File: config.mk
export PLATFORM = sky130hd
export DESIGN_NAME = adc_sar_seq
export DESIGN_NICKNAME = d
export VERILOG_FILES = /design/src/rtl/adc_seq_pkg.sv /design/src/rtl/adc_tick_gen.sv /design/src/rtl/adc_chan_select.sv /design/src/rtl/adc_sar_engine.sv /design/src/rtl/adc_sar_seq.sv
export SDC_FILE = /design/constraint.sdc
export NUM_CORES = 1
export LEC_CHECK = 0
export ABC_AREA = 1
export BUFFER_PORTS_ARGS = -buffer_cell sky130_fd_sc_hd__buf_2
export CORE_MARGIN = 2
export CORE_UTILIZATION = 45
export DETAILED_ROUTE_END_ITERATION = 8
export GPL_ROUTABILITY_DRIVEN = 1
export PLACE_DENSITY = 0.75
export SLEW_MARGIN = 10
export SYNTH_ARGS = -nofsm -noshare
export SYNTH_HDL_FRONTEND = slang
export SYNTH_HIERARCHICAL = 1
export SYNTH_SLANG_ARGS = --single-unit
File: constraint.sdc
create_clock -name clk -period 2.7 [get_ports clk]
set_input_delay 0.405 -clock clk [delete_from_list [all_inputs] [get_ports clk]]
set_output_delay 0.405 -clock clk [all_outputs]
set_load 0.1 [all_outputs]
File: src/rtl/adc_seq_pkg.sv
package adc_seq_pkg;

  // Select codes on the control input
  typedef enum logic [1:0] {
    SEL_OFF = 2'b00,
    SEL_IN0 = 2'b01,
    SEL_IN1 = 2'b10,
    SEL_IN2 = 2'b11
  } adc_sel_e;

  // Input number addressed by a nonzero select code
  function automatic logic [1:0] sel_to_chan(input logic [1:0] sel);
    logic [1:0] chan;
    unique case (sel)
      SEL_IN0: chan = 2'd0;
      SEL_IN1: chan = 2'd1;
      SEL_IN2: chan = 2'd2;
      default: chan = 2'd0;
    endcase
    return chan;
  endfunction

endpackage

File: src/rtl/adc_tick_gen.sv
module adc_tick_gen #(
  parameter int TICK_CYCLES = 1_000_000
) (
  input  logic clk,
  input  logic rst_n,
  input  logic en_i,
  output logic tick_o
);
  localparam int CNT_W = (TICK_CYCLES > 2) ? $clog2(TICK_CYCLES) : 1;
  localparam logic [CNT_W-1:0] LAST = CNT_W'(TICK_CYCLES - 1);

  logic [CNT_W-1:0] cnt;

  assign tick_o = en_i && (cnt == LAST);

  // Counter is held at zero while disabled, so enabling restarts the period
  always_ff @(posedge clk or negedge rst_n) begin
    if (!rst_n) begin
      cnt <= '0;
    end else if (!en_i || tick_o) begin
      cnt <= '0;
    end else begin
      cnt <= cnt + CNT_W'(1);
    end
  end
endmodule

File: src/rtl/adc_chan_select.sv
module adc_chan_select
  import adc_seq_pkg::*;
#(
  parameter int SEL_W = 2,
  parameter int CH_W  = 2
) (
  input  logic             clk,
  input  logic             rst_n,
  input  logic [SEL_W-1:0] sel_i,
  input  logic             load_i,
  output logic             en_o,
  output logic [CH_W-1:0]  chan_o
);
  logic [CH_W-1:0] chan_q;

  assign en_o   = (sel_i != '0);
  assign chan_o = chan_q;

  // Input number is captured only when a conversion starts
  always_ff @(posedge clk or negedge rst_n) begin
    if (!rst_n) begin
      chan_q <= '0;
    end else if (load_i) begin
      chan_q <= CH_W'(sel_to_chan(2'(sel_i)));
    end
  end
endmodule

File: src/rtl/adc_sar_engine.sv
module adc_sar_engine #(
  parameter int DATA_W = 8
) (
  input  logic              clk,
  input  logic              rst_n,
  input  logic              start_i,
  input  logic              abort_i,
  input  logic              cmp_i,
  output logic              busy_o,
  output logic [DATA_W-1:0] trial_o,
  output logic              fin_o,
  output logic [DATA_W-1:0] code_o
);
  localparam int IDX_W = (DATA_W > 2) ? $clog2(DATA_W) : 1;
  localparam logic [IDX_W-1:0] TOP_IDX = IDX_W'(DATA_W - 1);

  logic              busy_q;
  logic [IDX_W-1:0]  idx_q;
  logic [DATA_W-1:0] trial_q;
  logic [DATA_W-1:0] resolved;

  // One-hot weight of a bit position
  function automatic logic [DATA_W-1:0] weight(input logic [IDX_W-1:0] k);
    logic [DATA_W-1:0] w;
    w = '0;
    w[k] = 1'b1;
    return w;
  endfunction

  // Decide the bit under test from the comparator answer
  function automatic logic [DATA_W-1:0] decide(input logic [DATA_W-1:0] trial,
                                               input logic [IDX_W-1:0]  k,
                                               input logic              keep);
    return keep ? trial : (trial & ~weight(k));
  endfunction

  assign resolved = decide(trial_q, idx_q, cmp_i);
  assign busy_o   = busy_q;
  assign trial_o  = trial_q;
  assign fin_o    = busy_q && !abort_i && (idx_q == '0);
  assign code_o   = resolved;

  always_ff @(posedge clk or negedge rst_n) begin
    if (!rst_n) begin
      busy_q  <= 1'b0;
      idx_q   <= '0;
      trial_q <= '0;
    end else if (abort_i) begin
      busy_q  <= 1'b0;
      idx_q   <= '0;
      trial_q <= '0;
    end else if (start_i && !busy_q) begin
      busy_q  <= 1'b1;
      idx_q   <= TOP_IDX;
      trial_q <= weight(TOP_IDX);
    end else if (busy_q) begin
      if (idx_q == '0) begin
        busy_q  <= 1'b0;
        trial_q <= '0;
      end else begin
        idx_q   <= idx_q - IDX_W'(1);
        trial_q <= resolved | weight(idx_q - IDX_W'(1));
      end
    end
  end
endmodule

File: src/rtl/adc_sar_seq.sv
module adc_sar_seq #(
  parameter int TICK_CYCLES = 1_000_000,
  parameter int DATA_W      = 8,
  parameter int SEL_W       = 2,
  parameter int NUM_IN      = 3
) (
  input  logic              clk,
  input  logic              rst_n,
  input  logic [1:0]        sel_i,
  input  logic              cmp_i,
  output logic [1:0]        mux_sel_o,
  output logic [7:0]        dac_code_o,
  output logic              pdn_o,
  output logic [7:0]        result_o,
  output logic              done_o
);
  localparam int CH_W = (NUM_IN > 2) ? $clog2(NUM_IN) : 1;

  // Named internal events, also observed by the bound checker
  logic              conv_en;
  logic              tick_evt;
  logic              conv_start;
  logic              conv_abort;
  logic              sar_busy;
  logic              sar_fin;
  logic [DATA_W-1:0] sar_code;
  logic [DATA_W-1:0] sar_trial;
  logic [CH_W-1:0]   chan;
  logic [DATA_W-1:0] result_q;
  logic              done_q;

  assign conv_start = tick_evt && !sar_busy;
  assign conv_abort = sar_busy && !conv_en;

  adc_tick_gen #(
    .TICK_CYCLES(TICK_CYCLES)
  ) u_tick (
    .clk   (clk),
    .rst_n (rst_n),
    .en_i  (conv_en),
    .tick_o(tick_evt)
  );

  adc_chan_select #(
    .SEL_W(SEL_W),
    .CH_W (CH_W)
  ) u_sel (
    .clk   (clk),
    .rst_n (rst_n),
    .sel_i (SEL_W'(sel_i)),
    .load_i(conv_start),
    .en_o  (conv_en),
    .chan_o(chan)
  );

  adc_sar_engine #(
    .DATA_W(DATA_W)
  ) u_sar (
    .clk    (clk),
    .rst_n  (rst_n),
    .start_i(conv_start),
    .abort_i(conv_abort),
    .cmp_i  (cmp_i),
    .busy_o (sar_busy),
    .trial_o(sar_trial),
    .fin_o  (sar_fin),
    .code_o (sar_code)
  );

  // Result written in one step at the end of the search
  always_ff @(posedge clk or negedge rst_n) begin
    if (!rst_n) begin
      result_q <= '0;
      done_q   <= 1'b0;
    end else begin
      done_q <= sar_fin;
      if (sar_fin) begin
        result_q <= sar_code;
      end
    end
  end

  assign pdn_o      = !conv_en;
  assign mux_sel_o  = 2'(chan);
  assign dac_code_o = 8'(sar_trial);
  assign result_o   = 8'(result_q);
  assign done_o     = done_q;
endmodule

* Word-level counts from Yosys, hierarchy flattened
Cells that the tools add are included.
** Storage, ports and cells
- Logic and storage cells :: 55
- Output and inout bits :: 20
- Register bits :: 43
- Input port bits :: 5
** Cells by class
- Mux-type cells :: 19
- Add/subtract/negate cells :: 2
- Reduce and logical (&&, ||, !) cells :: 16
- Magnitude comparators :: 4
- Bitwise operators :: 3
- Eq/ne operators :: 4
** Operator list (count)
- $mux 8 :: 5
- $add 20x1->20 const B :: 1
- $eq 20x20->1 const B :: 1
- $mux 20 :: 1
- $mux 3 :: 4
- $and 8x8->8 :: 1
- $logic_and 1x1->1 :: 8
- $lt 3x4->1 const B :: 2
- $not 8->8 :: 1
- $or 8x8->8 :: 1
- $demux 1 s3 :: 2
- $ge 3x1->1 const B :: 2
- $mux 1 :: 6
- $eq 2x2->1 const B :: 2
- $pmux 2 s2 :: 1
- $logic_not 1->1 :: 3
- $logic_not 3->1 :: 1
- $ne 3x2->1 const B :: 1
- $reduce_bool 3->1 :: 1
- $sub 3x1->3 const B :: 1
- $reduce_and 2->1 :: 1
- $reduce_bool 2->1 :: 1
- $logic_or 1x1->1 :: 1

* Longest topological paths before layout
Gate-level depths: netlist of the first run.
- Depth in word-level cells :: 12
- Mapped depth :: 12
- Gate-level depth less buffers :: 12

* Cells and area by module
Netlist of the first run, hierarchy kept.
** By module, submodules not included
- adc_tick_gen :: times used 1, sequential area each 500.5 um2, area an instance 1204.9 um2, cells an instance 159
- adc_sar_engine :: times used 1, sequential area each 300.3 um2, area an instance 785.8 um2, cells an instance 117
- adc_sar_seq :: times used 1, sequential area each 225.2 um2, area an instance 349.1 um2, cells an instance 40
- adc_chan_select :: times used 1, sequential area each 50.0 um2, area an instance 88.8 um2, cells an instance 11

* Worst setup path before layout of the first run
No wires, ideal clock.
- Kind :: register to register
- Start :: register u_tick.cnt[0]
- End :: register u_sar.idx_q[2]
- Setup slack :: 0.863 ns
- Clock period less this slack :: 1.837 ns
- Path buffers :: 0
- Setup time :: 0.066 ns
- Data arrival time :: 1.771 ns
- Required time :: 2.634 ns
- Cell stages (with the launch flop) :: 12
- Path through :: dfrtp_1 > ha_1 > nand3_2 > nor2_4 > nand3_4 > nor2_1 > inv_1 > nor2_1 > o21ai_2 > nor2_4 > nand2_1 > nand2_1
** On the way
- Cells in the longest elaborated chain, start to end :: 6
- Elaborated cells on any way between the ends :: 9
- Classes of those cells :: 2 x eq/ne; 2 x mux; 5 x reduce/logical
** RTL lines
- start, declared :: RTL line adc_tick_gen.sv:12 : logic [CNT_W-1:0] cnt;
- start signal, assigned :: RTL line adc_tick_gen.sv:23 : cnt <= cnt + CNT_W'(1);
- $eq 20x20->1 * :: RTL line adc_tick_gen.sv:14 : assign tick_o = en_i && (cnt == LAST);
- $logic_and 1x1->1 * :: RTL line adc_tick_gen.sv:14
- net tick_evt :: RTL line adc_sar_seq.sv:21 : logic tick_evt;
- $logic_and 1x1->1 * :: RTL line adc_sar_seq.sv:32 : assign conv_start = tick_evt && !sar_busy;
- net conv_start :: RTL line adc_sar_seq.sv:22 : logic conv_start;
- $logic_and 1x1->1 * :: RTL line adc_sar_engine.sv:52 : end else if (start_i && !busy_q) begin
- $ne 3x2->1 (no line) (tied with other cells)
- $reduce_and 2->1 (no line) / $mux 3 (equally long branches)
- end signal, assigned :: RTL line adc_sar_engine.sv:61 : idx_q <= idx_q - IDX_W'(1);
- end, declared :: RTL line adc_sar_engine.sv:18 : logic [IDX_W-1:0] idx_q;
Mark *: on every way through the listed nets, which the timed path passes. The rest lies on a longest branch.
A chain may end at the register's enable or synchronous reset.

* Worst setup path after layout of the first run
Same ends and word-level chain as after synthesis.

==> impl_metrics.csv, run 1 <==
group,metric,value,unit
timing,setup_repair_after_global_routing_missed_its_margin,"false",
detailed_routing,post_drt_via_cell_ratio,4.76,
synth,syn_inst,327,
finish,multi_input_area,1170,µm²
synth,asyncSetResetFlopFracSynth,1.00,
timing,setup-violations-final,0,
synth,synthDominantCellAreaShare,0.443,
power_and_ir_drop,leakage,1.45,nW
clock_network,cts_tree,"done",
worst_setup_path,worstPathMaxFanout,7,
floorplan,die_width,77.5,µm
synth,yosysWarnings,6,
status,status,"finished clean",
global_route,grt_util_all_layers,0.171,
clock_network,tritoncts_num_sinks,43,
synth,yosys.cell_types.count,27,
global_route,first_global_vias,1887,
synth,synth_edf_count,0,
timing,timing_hold_violations_final,0,
clock_network,path_clk_slew,0.09,ns
synth,synth_area_leader_cell,"sky130_fd_sc_hd__dfrtp_1",
global_route,grt_antenna_before_repair,0,
synth,most_instantiated_flip_flop_cell_in_the_synthesis_netlist,"sky130_fd_sc_hd__dfrtp_1",
timing,crit_share_post_route,0.784,
timing,hold-worst-slack,0.243,ns
timing,setup-tns-final,0,ns
floorplan,rows,26,
worst_setup_path,cp.required,2.94,ns
synth,post_synth_instance_area,2430,µm²
clock_network,cts-root-to-sink-buffers,2,
worst_setup_path,worst-endpoint-arrival,2.35,ns
finish,fillers,492,
finish,final_layout_size_suffix_gt1_frac,0.171,
detailed_routing,wl,4680,µm
floorplan,ioPinCount,25,
timing,slew_headroom,0.383,
place,gp_routability_congestion,0.929,
clock_network,clk_root_buffer_cell,"sky130_fd_sc_hd__clkbuf_8",
timing,fmax_achieved,472,MHz
floorplan,initial_core_util,0.470,
detailed_routing,detailedRoute.firstIterationViolations,152,
finish,area.growth.synth_to_final,11.5,%
synth,yosysSeqAreaShare,0.443,
synth,synth.ff_latch_count,43,
global_route,grt_max_degree,44,
place,dp_hpwl,3530,µm
worst_setup_path,worstSetupEndpointType,"register",
floorplan,placeableCoreArea,5170,µm²
synth,netlist_top_cells_area,"sky130_fd_sc_hd__dfrtp_1 44%, sky130_fd_sc_hd__nand2_1 20%, sky130_fd_sc_hd__nor2_1 6.3%",
detailed_routing,routed-via-count,2029,
clock_network,hold_buffers,0,
clock_network,cts-htree-levels,2,
synth,yosys-top-cells-count,"131 x sky130_fd_sc_hd__nand2_1, 43 x sky130_fd_sc_hd__dfrtp_1, 41 x sky130_fd_sc_hd__nor2_1",
global_route,overflow,0,
finish,num_antenna_cells,0,
timing,clock-skew-final,0.00838,ns
clock_network,cts_buffers,5,
floorplan,floorplan.die.height,77.5,µm
worst_setup_path,setup.worst_path.class,"reg2reg",
clock_network,insertion_delay,0.30,ns
floorplan,area_of_the_die,6000,µm²
timing,measured_slew_at_the_worst_slew_check_pin,0.925,ns
synth,post_syn_nets,335,
power_and_ir_drop,power_per_cell_area,485,nW/µm²
detailed_routing,post-route-drc-count,0,
timing,final_max_slew_viol_count,0,
clock_network,cts_repair_resizes,0,
timing,post-route-min-period,2.12,ns
worst_setup_path,worst_setup_path_start_kind,"register",
detailed_routing,drt_pass1_iterations,4,
synth,synthesis.area_per_instance,7.43,µm²
detailed_routing,avg_wl_per_cell,11.0,µm
power_and_ir_drop,peak_ir_drop_on_the_vdd_network,239,µV
clock_network,cts_setup_buffers,0,
run,max_cap_viol_count,0,
finish,ff_latch_area,1080,µm²
synth,synth.most_common_cell,"sky130_fd_sc_hd__nand2_1",
detailed_routing,final_antenna_net_count,0,
global_route,global_route_wire_length_before_repair,8250,µm
place,port_buffers,24,
finish,nets,363,
worst_hold_path,hold_class,"in2async",
-- state kept, by name (all words and copies together), names as in the netlist --
name,count
u_sar/trial_o,8
u_sar/busy_o,1
u_sar/idx_q,3
u_sel/chan_o,2
result_o,8
done_o,1
u_tick/cnt,20
-- stage by stage --
stage | area (µm²) | power (W) | std cells | setup WS (ns) | util
after floorplan | 2430 | 0.000792 | 327 | 0.863 | -
after global placement | 2590 | 0.000821 | 418 | 0.620 | 0.501
after detailed placement | 2590 | 0.000824 | 418 | 0.584 | 0.501
after CTS | 2710 | 0.00133 | 426 | 0.551 | 0.524
after global routing | 2710 | 0.00138 | 426 | 0.325 | 0.524
final | 2710 | 0.00131 | 426 | 0.584 | 0.524
-- kinds of logic after synthesis --
group	share of synthesized area
buffers and inverters	0.0763
adder cells (fa/ha/maj)	0.0155
AO/OA/AOI/OAI	0.0227
flip-flops	0.443
XOR/XNOR	0.0325
AND/OR/NAND/NOR	0.410
-- final timing paths --
kind,slack [ns],start,cells after the start,endpoint
setup reg to reg,0.58,u_tick/cnt[0],11,u_sar/idx_q[2]
setup / recovery,0.58,u_tick/cnt[0],11,u_sar/idx_q[2]
hold / removal,0.24,rst_n,1,u_tick/cnt[12]
min in group clk,0.35,sel_i[0],3,u_sel/chan_o[1]
hold reg to reg,0.47,result_o[3],2,result_o[3]
max in group asynchronous,1.88,rst_n,1,result_o[5]
-- final cells by class --
| type | instances | share of cell area |
|---|---|---|
| Clock buffer | 5 | 0.0254 |
| Timing Repair Buffer | 24 | 0.0443 |
| Inverter | 38 | 0.0527 |
| Sequential cell | 43 | 0.397 |
| Tap cell | 70 | 0.0323 |
| Clock inverter | 3 | 0.0171 |
| Multi-Input combinational cell | 243 | 0.431 |
-- power by group --
part / switching [W] / total [W] / internal (W)
clock network: 0.000225 / 0.000504 / 0.000278
registers: 0.0000316 / 0.000697 / 0.000666
logic: 0.0000747 / 0.000112 / 0.0000368
-- metal layers --
| metal | vias up | GRT usage | part of all wire |
|---|---|---|---|
| met5 | - | 0 | 0 |
| met4 | 0 | 0.0482 | 0.0092 |
| met3 | 4 | 0.0453 | 0.038 |
| met2 | 41 | 0.282 | 0.46 |
| met1 | 925 | 0.223 | 0.49 |
| li1 | 1059 | - | - |
-- layout by cell type (no fill, tap or decap), types with 2 or more instances in the layout --
cell type                  count
sky130_fd_sc_hd__nand2_1     131
sky130_fd_sc_hd__clkbuf_8      5
sky130_fd_sc_hd__nor2_2       12
sky130_fd_sc_hd__inv_2         3
sky130_fd_sc_hd__dfrtp_1      43
sky130_fd_sc_hd__nand3_2       2
sky130_fd_sc_hd__nor2_4        4
sky130_fd_sc_hd__nand4_1       8
sky130_fd_sc_hd__nand2_2       3
sky130_fd_sc_hd__inv_1        35
sky130_fd_sc_hd__ha_1          3
sky130_fd_sc_hd__xor2_1        5
sky130_fd_sc_hd__xnor2_1       4
sky130_fd_sc_hd__nor2_1       41
sky130_fd_sc_hd__buf_2        24
sky130_fd_sc_hd__o21ai_0       2
sky130_fd_sc_hd__nand3_1      18
-- worst max-delay path: stages (launching register included) --
cell	delay (ns)
sky130_fd_sc_hd__dfrtp_1	0.44
sky130_fd_sc_hd__ha_1	0.27
sky130_fd_sc_hd__nand3_2	0.13
sky130_fd_sc_hd__nor2_4	0.17
sky130_fd_sc_hd__nand3_4	0.11
sky130_fd_sc_hd__nor2_1	0.09
sky130_fd_sc_hd__inv_1	0.04
sky130_fd_sc_hd__nor2_1	0.38
sky130_fd_sc_hd__o21ai_2	0.17
sky130_fd_sc_hd__nor2_4	0.13
sky130_fd_sc_hd__nand2_1	0.06
sky130_fd_sc_hd__nand2_1	0.05
(Power assumes the default switching activity.)
==> inputs of run 2 (changes only) <==
PLACE_DENSITY = 0.77   (was 0.75)
clock period = 1.85 ns   (was 2.7 ns; I/O delays follow)
==> run 2 against run 1 <==
Effect of this change:
- power is 62% higher
- sequential power is 45% higher
- first-iteration DRC count is 1.3% lower
- non-clock buffer count is 18 higher
- register-to-register slack worse by 0.43 ns
- clock skew hardly changed
- highest routed layer unchanged
==> impl_metrics.csv, run 2 (same netlist as run 1, synthesis figures left out) <==
group,metric,value,unit
status,status,"finished clean",
detailed_routing,detailedRoute.firstIterationViolations,150,
worst_hold_path,hold_class,"in2async",
timing,post-route-min-period,1.70,ns
clock_network,cts_buffers,5,
power_and_ir_drop,finalPower,0.00213,W
global_route,grt_util_all_layers,0.183,
place,place.detailed.instances,433,
worst_setup_path,ff2ff_setup_slack,0.15,ns
detailed_routing,post_drt_via_cell_ratio,4.91,
detailed_routing,wl,5040,µm
detailed_routing,final_antenna_net_count,0,
timing,slew_headroom,0.635,
finish,largest_reg_flops,20,
power_and_ir_drop,power_per_cell_area,737,nW/µm²
power_and_ir_drop,peak_ir_drop_on_the_vdd_network,402,µV
finish,nets,381,
floorplan,initial_core_util,0.470,
timing,final_max_slew_viol_count,0,
run,max_cap_viol_count,0,
finish,mostFrequentLayoutCells,"131 x sky130_fd_sc_hd__nand2_1, 43 x sky130_fd_sc_hd__dfrtp_1, 38 x sky130_fd_sc_hd__nor2_1",
clock_network,path_clk_slew,0.08,ns
worst_setup_path,cp.required,2.05,ns
finish,layout_commonest_cell,"sky130_fd_sc_hd__nand2_1",
clock_network,insertion_delay,0.31,ns
finish,num_antenna_cells,0,
finish,fillers,471,
place,port_buffers,24,
worst_setup_path,setup.worst_path.class,"reg2reg",
timing,setup_repair_after_global_routing_missed_its_margin,"false",
finish,registers.top_by_ff_count,"u_tick/cnt",
finish,post-route-util,0.558,
floorplan,area_of_the_die,6000,µm²
finish,ff_latch_area,1080,µm²
place,dp_hpwl,3710,µm
global_route,global_route_wire_length_before_repair,8820,µm
global_route,grt_max_degree,44,
worst_setup_path,worstSetupEndpointType,"register",
power_and_ir_drop,leakage,1.55,nW
detailed_routing,routed-via-count,2180,
finish,post_layout_nonfiller_instances,444,
clock_network,cts-htree-levels,2,
global_route,grt_antenna_before_repair,0,
clock_network,clk_root_buffer_cell,"sky130_fd_sc_hd__clkbuf_8",
place,gp_routability_congestion,0.920,
worst_setup_path,worst-endpoint-arrival,1.90,ns
global_route,overflow,0,
detailed_routing,avg_wl_per_cell,11.4,µm
timing,setup-violations-final,0,
clock_network,cts-root-to-sink-buffers,2,
clock_network,hold_buffers,0,
timing,fmax_achieved,589,MHz
finish,design_area,2890,µm²
worst_setup_path,worstPathMaxFanout,8,
place,detailed_place.area,2710,µm²
global_route,first_global_vias,2080,
timing,clock-skew-final,0.00812,ns
timing,timing_hold_violations_final,0,
clock_network,cts_tree,"done",
detailed_routing,post-route-drc-count,0,
timing,crit_share_post_route,0.918,
floorplan,floorplan.die.height,77.5,µm
floorplan,rows,26,
timing,measured_slew_at_the_worst_slew_check_pin,0.548,ns
finish,area.growth.synth_to_final,18.9,%
floorplan,placeableCoreArea,5170,µm²
finish,final_layout_size_suffix_gt1_frac,0.222,
worst_setup_path,worst_setup_path_start_kind,"register",
finish,multi_input_area,1190,µm²
floorplan,ioPinCount,25,
detailed_routing,drt_pass1_iterations,4,
clock_network,tritoncts_num_sinks,43,
floorplan,die_width,77.5,µm
[run 2: changes by cell type in the layout (fill, tap and decap cells not counted)]
| cell | change |
|---|---|
| sky130_fd_sc_hd__buf_4 | +18 |
| sky130_fd_sc_hd__ha_1 | -1 |
| sky130_fd_sc_hd__nor2_2 | +2 |
| sky130_fd_sc_hd__nor2_1 | -3 |
| sky130_fd_sc_hd__bufinv_16 | +1 |
| sky130_fd_sc_hd__nand3_2 | -1 |
| sky130_fd_sc_hd__ha_2 | +1 |
| sky130_fd_sc_hd__nor2_4 | +1 |
| sky130_fd_sc_hd__inv_6 | -1 |
| sky130_fd_sc_hd__nand3_4 | +1 |
[run 2: through the flow]
stage | hold WS (ns) | TNS, ns | setup WS (ns)
2_1_floorplan | -0.0181 | 0 | 0.0131
3_3_place_gp | 0.379 | 0 | 0.0897
3_5_place_dp | 0.393 | -0.0164 | -0.00541
4_1_cts | 0.0564 | 0 | 0.0571
5_1_grt | 0.0856 | 0 | 0.00852
6_report | 0.0321 | 0 | 0.151
[run 2: critical path, cell delays in order, from the launching register on]
cell and delay [ns]:
sky130_fd_sc_hd__dfrtp_1 0.38, sky130_fd_sc_hd__ha_2 0.22, sky130_fd_sc_hd__nand3_4 0.09, sky130_fd_sc_hd__nor2_4 0.15, sky130_fd_sc_hd__nand3_4 0.11, sky130_fd_sc_hd__nor2_2 0.08, sky130_fd_sc_hd__inv_1 0.06, sky130_fd_sc_hd__nor2_4 0.15
sky130_fd_sc_hd__nor3_2 0.06, sky130_fd_sc_hd__buf_4 0.17, sky130_fd_sc_hd__nand2_1 0.06, sky130_fd_sc_hd__nand2_1 0.05
[run 2: path summary, 6_finish.rpt]
| path | from | to | cells past startpoint |
|---|---|---|---|
| min in group clk | sel_i[0] | u_sel/chan_o[1] | 3 |
| min reg2reg | result_o[4] | result_o[4] | 2 |
| max in group asynchronous | rst_n | u_sar/idx_q[1] | 2 |
| min | rst_n | u_tick/cnt[15] | 2 |
| max reg2reg | u_tick/cnt[0] | u_sar/idx_q[2] | 11 |
| max | u_tick/cnt[0] | u_sar/idx_q[2] | 11 |
[run 2: per-layer routing]
| metal | up-vias | GRT usage | share of wire | wire, µm |
|---|---|---|---|---|
| li1 | 1093 | - | - | - |
| met1 | 1027 | 0.222 | 0.42 | 2100 |
| met2 | 53 | 0.320 | 0.52 | 2620 |
| met3 | 7 | 0.0372 | 0.048 | 240 |
| met4 | 0 | 0.0714 | 0.015 | 76 |
| met5 | - | 0 | 0 | 0 |
[run 2: final cells by class]
cell class / instances / area share
Sequential cell: 43 / 0.373
Multi-Input combinational cell: 243 / 0.412
Inverter: 38 / 0.0494
Timing Repair Buffer: 42 / 0.0884
Clock inverter: 3 / 0.0234
Tap cell: 70 / 0.0303
Clock buffer: 5 / 0.0238
[run 2: power breakdown]
group | switching [W] | internal [W] | leakage [nW]
combinational | 0.000144 | 0.0000990 | 0.887
sequential | 0.0000341 | 0.000972 | 0.594
clock | 0.000342 | 0.000538 | 0.0644
[run 2: what timing repair did]
action | 4_1_cts | 5_1_grt
endpoints found under the setup margin | 12 | 21
buffers inserted | 0 | 3
resized for setup | 1 | 5
hold endpoints to repair | 0 | 0
pin swaps | 0 | 3
==> inputs of run 3 (changes only) <==
CORE_MARGIN = 3   (was 2)
SETUP_SLACK_MARGIN = 0.15   (was unset)
==> run 3 against run 2 <==
Effect of this change:
- core utilization rose by 0.92 points
- die area rose by 5.2%
- clock skew rose by 0.00059 ns
- flip-flop and latch count did not move
- worst hold slack improved by 0.20 ns
- critical path depth did not move
- combinational power fell by 8.2%
- largest power group unchanged
==> impl_metrics.csv, run 3 (same netlist as run 1, synthesis figures left out) <==
group,metric,value,unit
timing,slew_headroom,0.658,
worst_setup_path,critical_path.most_common_cell,"sky130_fd_sc_hd__nor2_4",
place,port_buffers,24,
floorplan,ioPinCount,25,
floorplan,rows,26,
global_route,grt_max_degree,23,
place,dp_hpwl,3920,µm
worst_setup_path,worst_setup_path_start_kind,"register",
detailed_routing,post-route-drc-count,0,
clock_network,cts_buffers,5,
timing,final_max_slew_viol_count,0,
floorplan,area_of_the_die,6310,µm²
worst_hold_path,hold_class,"in2reg",
timing,fmax_achieved,593,MHz
finish,area.growth.synth_to_final,20.9,%
finish,ff_latch_area,1080,µm²
worst_setup_path,worstSetupEndpointType,"register",
clock_network,path_clk_slew,0.09,ns
timing,crit_share_post_route,0.911,
timing,measured_slew_at_the_worst_slew_check_pin,0.513,ns
worst_setup_path,timing.critical_path.max_delay_family,"simple AND/OR/NAND/NOR gates",
worst_setup_path,ff2ff_setup_slack,0.16,ns
finish,multi_input_area,1230,µm²
run,max_cap_viol_count,0,
detailed_routing,drt_pass1_iterations,5,
finish,mostFrequentLayoutCells,"124 x sky130_fd_sc_hd__nand2_1, 43 x sky130_fd_sc_hd__dfrtp_1, 38 x sky130_fd_sc_hd__nor2_1",
status,status,"finished clean",
floorplan,floorplan.die.height,79.5,µm
floorplan,initial_core_util,0.470,
clock_network,cts_tree,"done",
worst_setup_path,setup.worst_path.class,"reg2reg",
power_and_ir_drop,leakage,1.56,nW
finish,registers.top_by_ff_count,"u_tick/cnt",
timing,timing_hold_violations_final,0,
worst_setup_path,worst_path_largest_cell_delay,0.37,ns
floorplan,placeableCoreArea,5170,µm²
clock_network,insertion_delay,0.30,ns
finish,fillers,472,
finish,layout_commonest_cell,"sky130_fd_sc_hd__nand2_1",
clock_network,clk_root_buffer_cell,"sky130_fd_sc_hd__clkbuf_8",
clock_network,tritoncts_num_sinks,43,
clock_network,cts-root-to-sink-buffers,2,
worst_setup_path,worst-endpoint-arrival,1.88,ns
finish,final_layout_size_suffix_gt1_frac,0.243,
finish,largest_reg_flops,20,
place,gp_routability_congestion,0.963,
global_route,global_route_wire_length_before_repair,9150,µm
global_route,first_global_vias,2078,
detailed_routing,post_drt_via_cell_ratio,4.91,
timing,setup_repair_after_global_routing_missed_its_margin,"true",
finish,nets,381,
finish,post-route-util,0.567,
clock_network,cts-htree-levels,2,
worst_setup_path,cp.required,2.05,ns
detailed_routing,avg_wl_per_cell,12.2,µm
worst_setup_path,critical_path_cell_sequence,"ha_2 -> nand3_4 -> nor2_4 -> nand3_4 -> nor2_4 -> inv_2 -> nor2_4 -> nor3_4 -> buf_12 -> nand2_2 -> nand2_2",
detailed_routing,detailedRoute.firstIterationViolations,92,
power_and_ir_drop,power_per_cell_area,683,nW/µm²
worst_setup_path,worstPathMaxFanout,8,
timing,setup-tns-final,0,ns
finish,num_antenna_cells,0,
global_route,grt_util_all_layers,0.181,
timing,setup-violations-final,0,
timing,post-route-min-period,1.69,ns
worst_setup_path,crit_path_top_delay_cell,"sky130_fd_sc_hd__dfrtp_1",
detailed_routing,routed-via-count,2178,
global_route,grt_antenna_before_repair,0,
timing,clock-skew-final,0.00871,ns
floorplan,die_width,79.5,µm
power_and_ir_drop,peak_ir_drop_on_the_vdd_network,334,µV
detailed_routing,wl,5400,µm
detailed_routing,final_antenna_net_count,0,
global_route,overflow,0,
worst_setup_path,critical_path.n_buffers_inverters,2,
==> run 3: changes by cell type in the layout (fill, tap and decap cells not counted), sizes merged <==
| cell | before | now |
|---|---|---|
| dlygate4sd3 | 0 | 1 |
| clkinv | 0 | 1 |
| buf | 42 | 41 |
| clkinvlp | 1 | 0 |
| inv | 38 | 39 |
| bufinv | 2 | 1 |
==> run 3: path summary, 6_finish.rpt <==
kind,from,cells after the start,end
worst max-delay path,u_tick/cnt[0],11,u_sar/trial_o[5]
worst min-delay path,sel_i[0],3,u_sel/chan_o[1]
worst max register to register,u_tick/cnt[0],11,u_sar/trial_o[5]
worst min register to register,result_o[2],2,result_o[2]
max in group asynchronous,rst_n,3,u_tick/cnt[18]
min in group asynchronous,rst_n,2,u_tick/cnt[17]
==> run 3: layout make-up <==
cell class | instances | share of cell area
Clock buffer | 5 | 0.0234
Clock inverter | 3 | 0.0162
Inverter | 38 | 0.0486
Multi-Input combinational cell | 243 | 0.418
Sequential cell | 43 | 0.367
Tap cell | 70 | 0.0298
Timing Repair Buffer | 42 | 0.0976
==> run 3: power breakdown <==
group / leakage [nW] / internal, W / total (W) / switching (W)
clock network: 0.0587 / 0.000409 / 0.000761 / 0.000351
logic: 0.905 / 0.0000893 / 0.000223 / 0.000134
registers: 0.594 / 0.000971 / 0.00102 / 0.0000501
==> run 3: through the flow <==
| step | setup WS [ns] | total power (W) | cells | instance area [µm²] | hold WS [ns] |
|---|---|---|---|---|---|
| 3_3_place_gp | 0.127 | 0.00121 | 428 | 2690 | 0.269 |
| 6_report | 0.165 | 0.00200 | 444 | 2940 | 0.234 |
| 5_1_grt | 0.0644 | 0.00209 | 444 | 2940 | 0.236 |
| 4_1_cts | 0.155 | 0.00201 | 441 | 2870 | 0.222 |
| 3_5_place_dp | 0.0412 | 0.00122 | 428 | 2690 | 0.284 |
| 2_1_floorplan | 0.199 | 0.00116 | 327 | 2440 | -0.0181 |
==> run 3: layer usage <==
metal	wire, µm	up-vias	share of wire	global-route usage
li1	-	1094	-	-
met1	2260	1024	0.42	0.214
met2	2820	44	0.52	0.325
met3	200	16	0.037	0.0327
met4	127	0	0.024	0.0653
met5	0	-	0	0
==> run 3: what timing repair did <==
item	CTS	global route
buffers inserted	4	3
hold buffers	1	0
setup endpoints to repair	10	22
pin swaps	6	8
resized for setup	5	12
endpoints found under the hold margin	21	0
==> run 3: worst min-delay path: stages <==
cell	delay (ns)
sky130_fd_sc_hd__buf_2	0.09
sky130_fd_sc_hd__nand3_1	0.06
sky130_fd_sc_hd__nand2_1	0.07
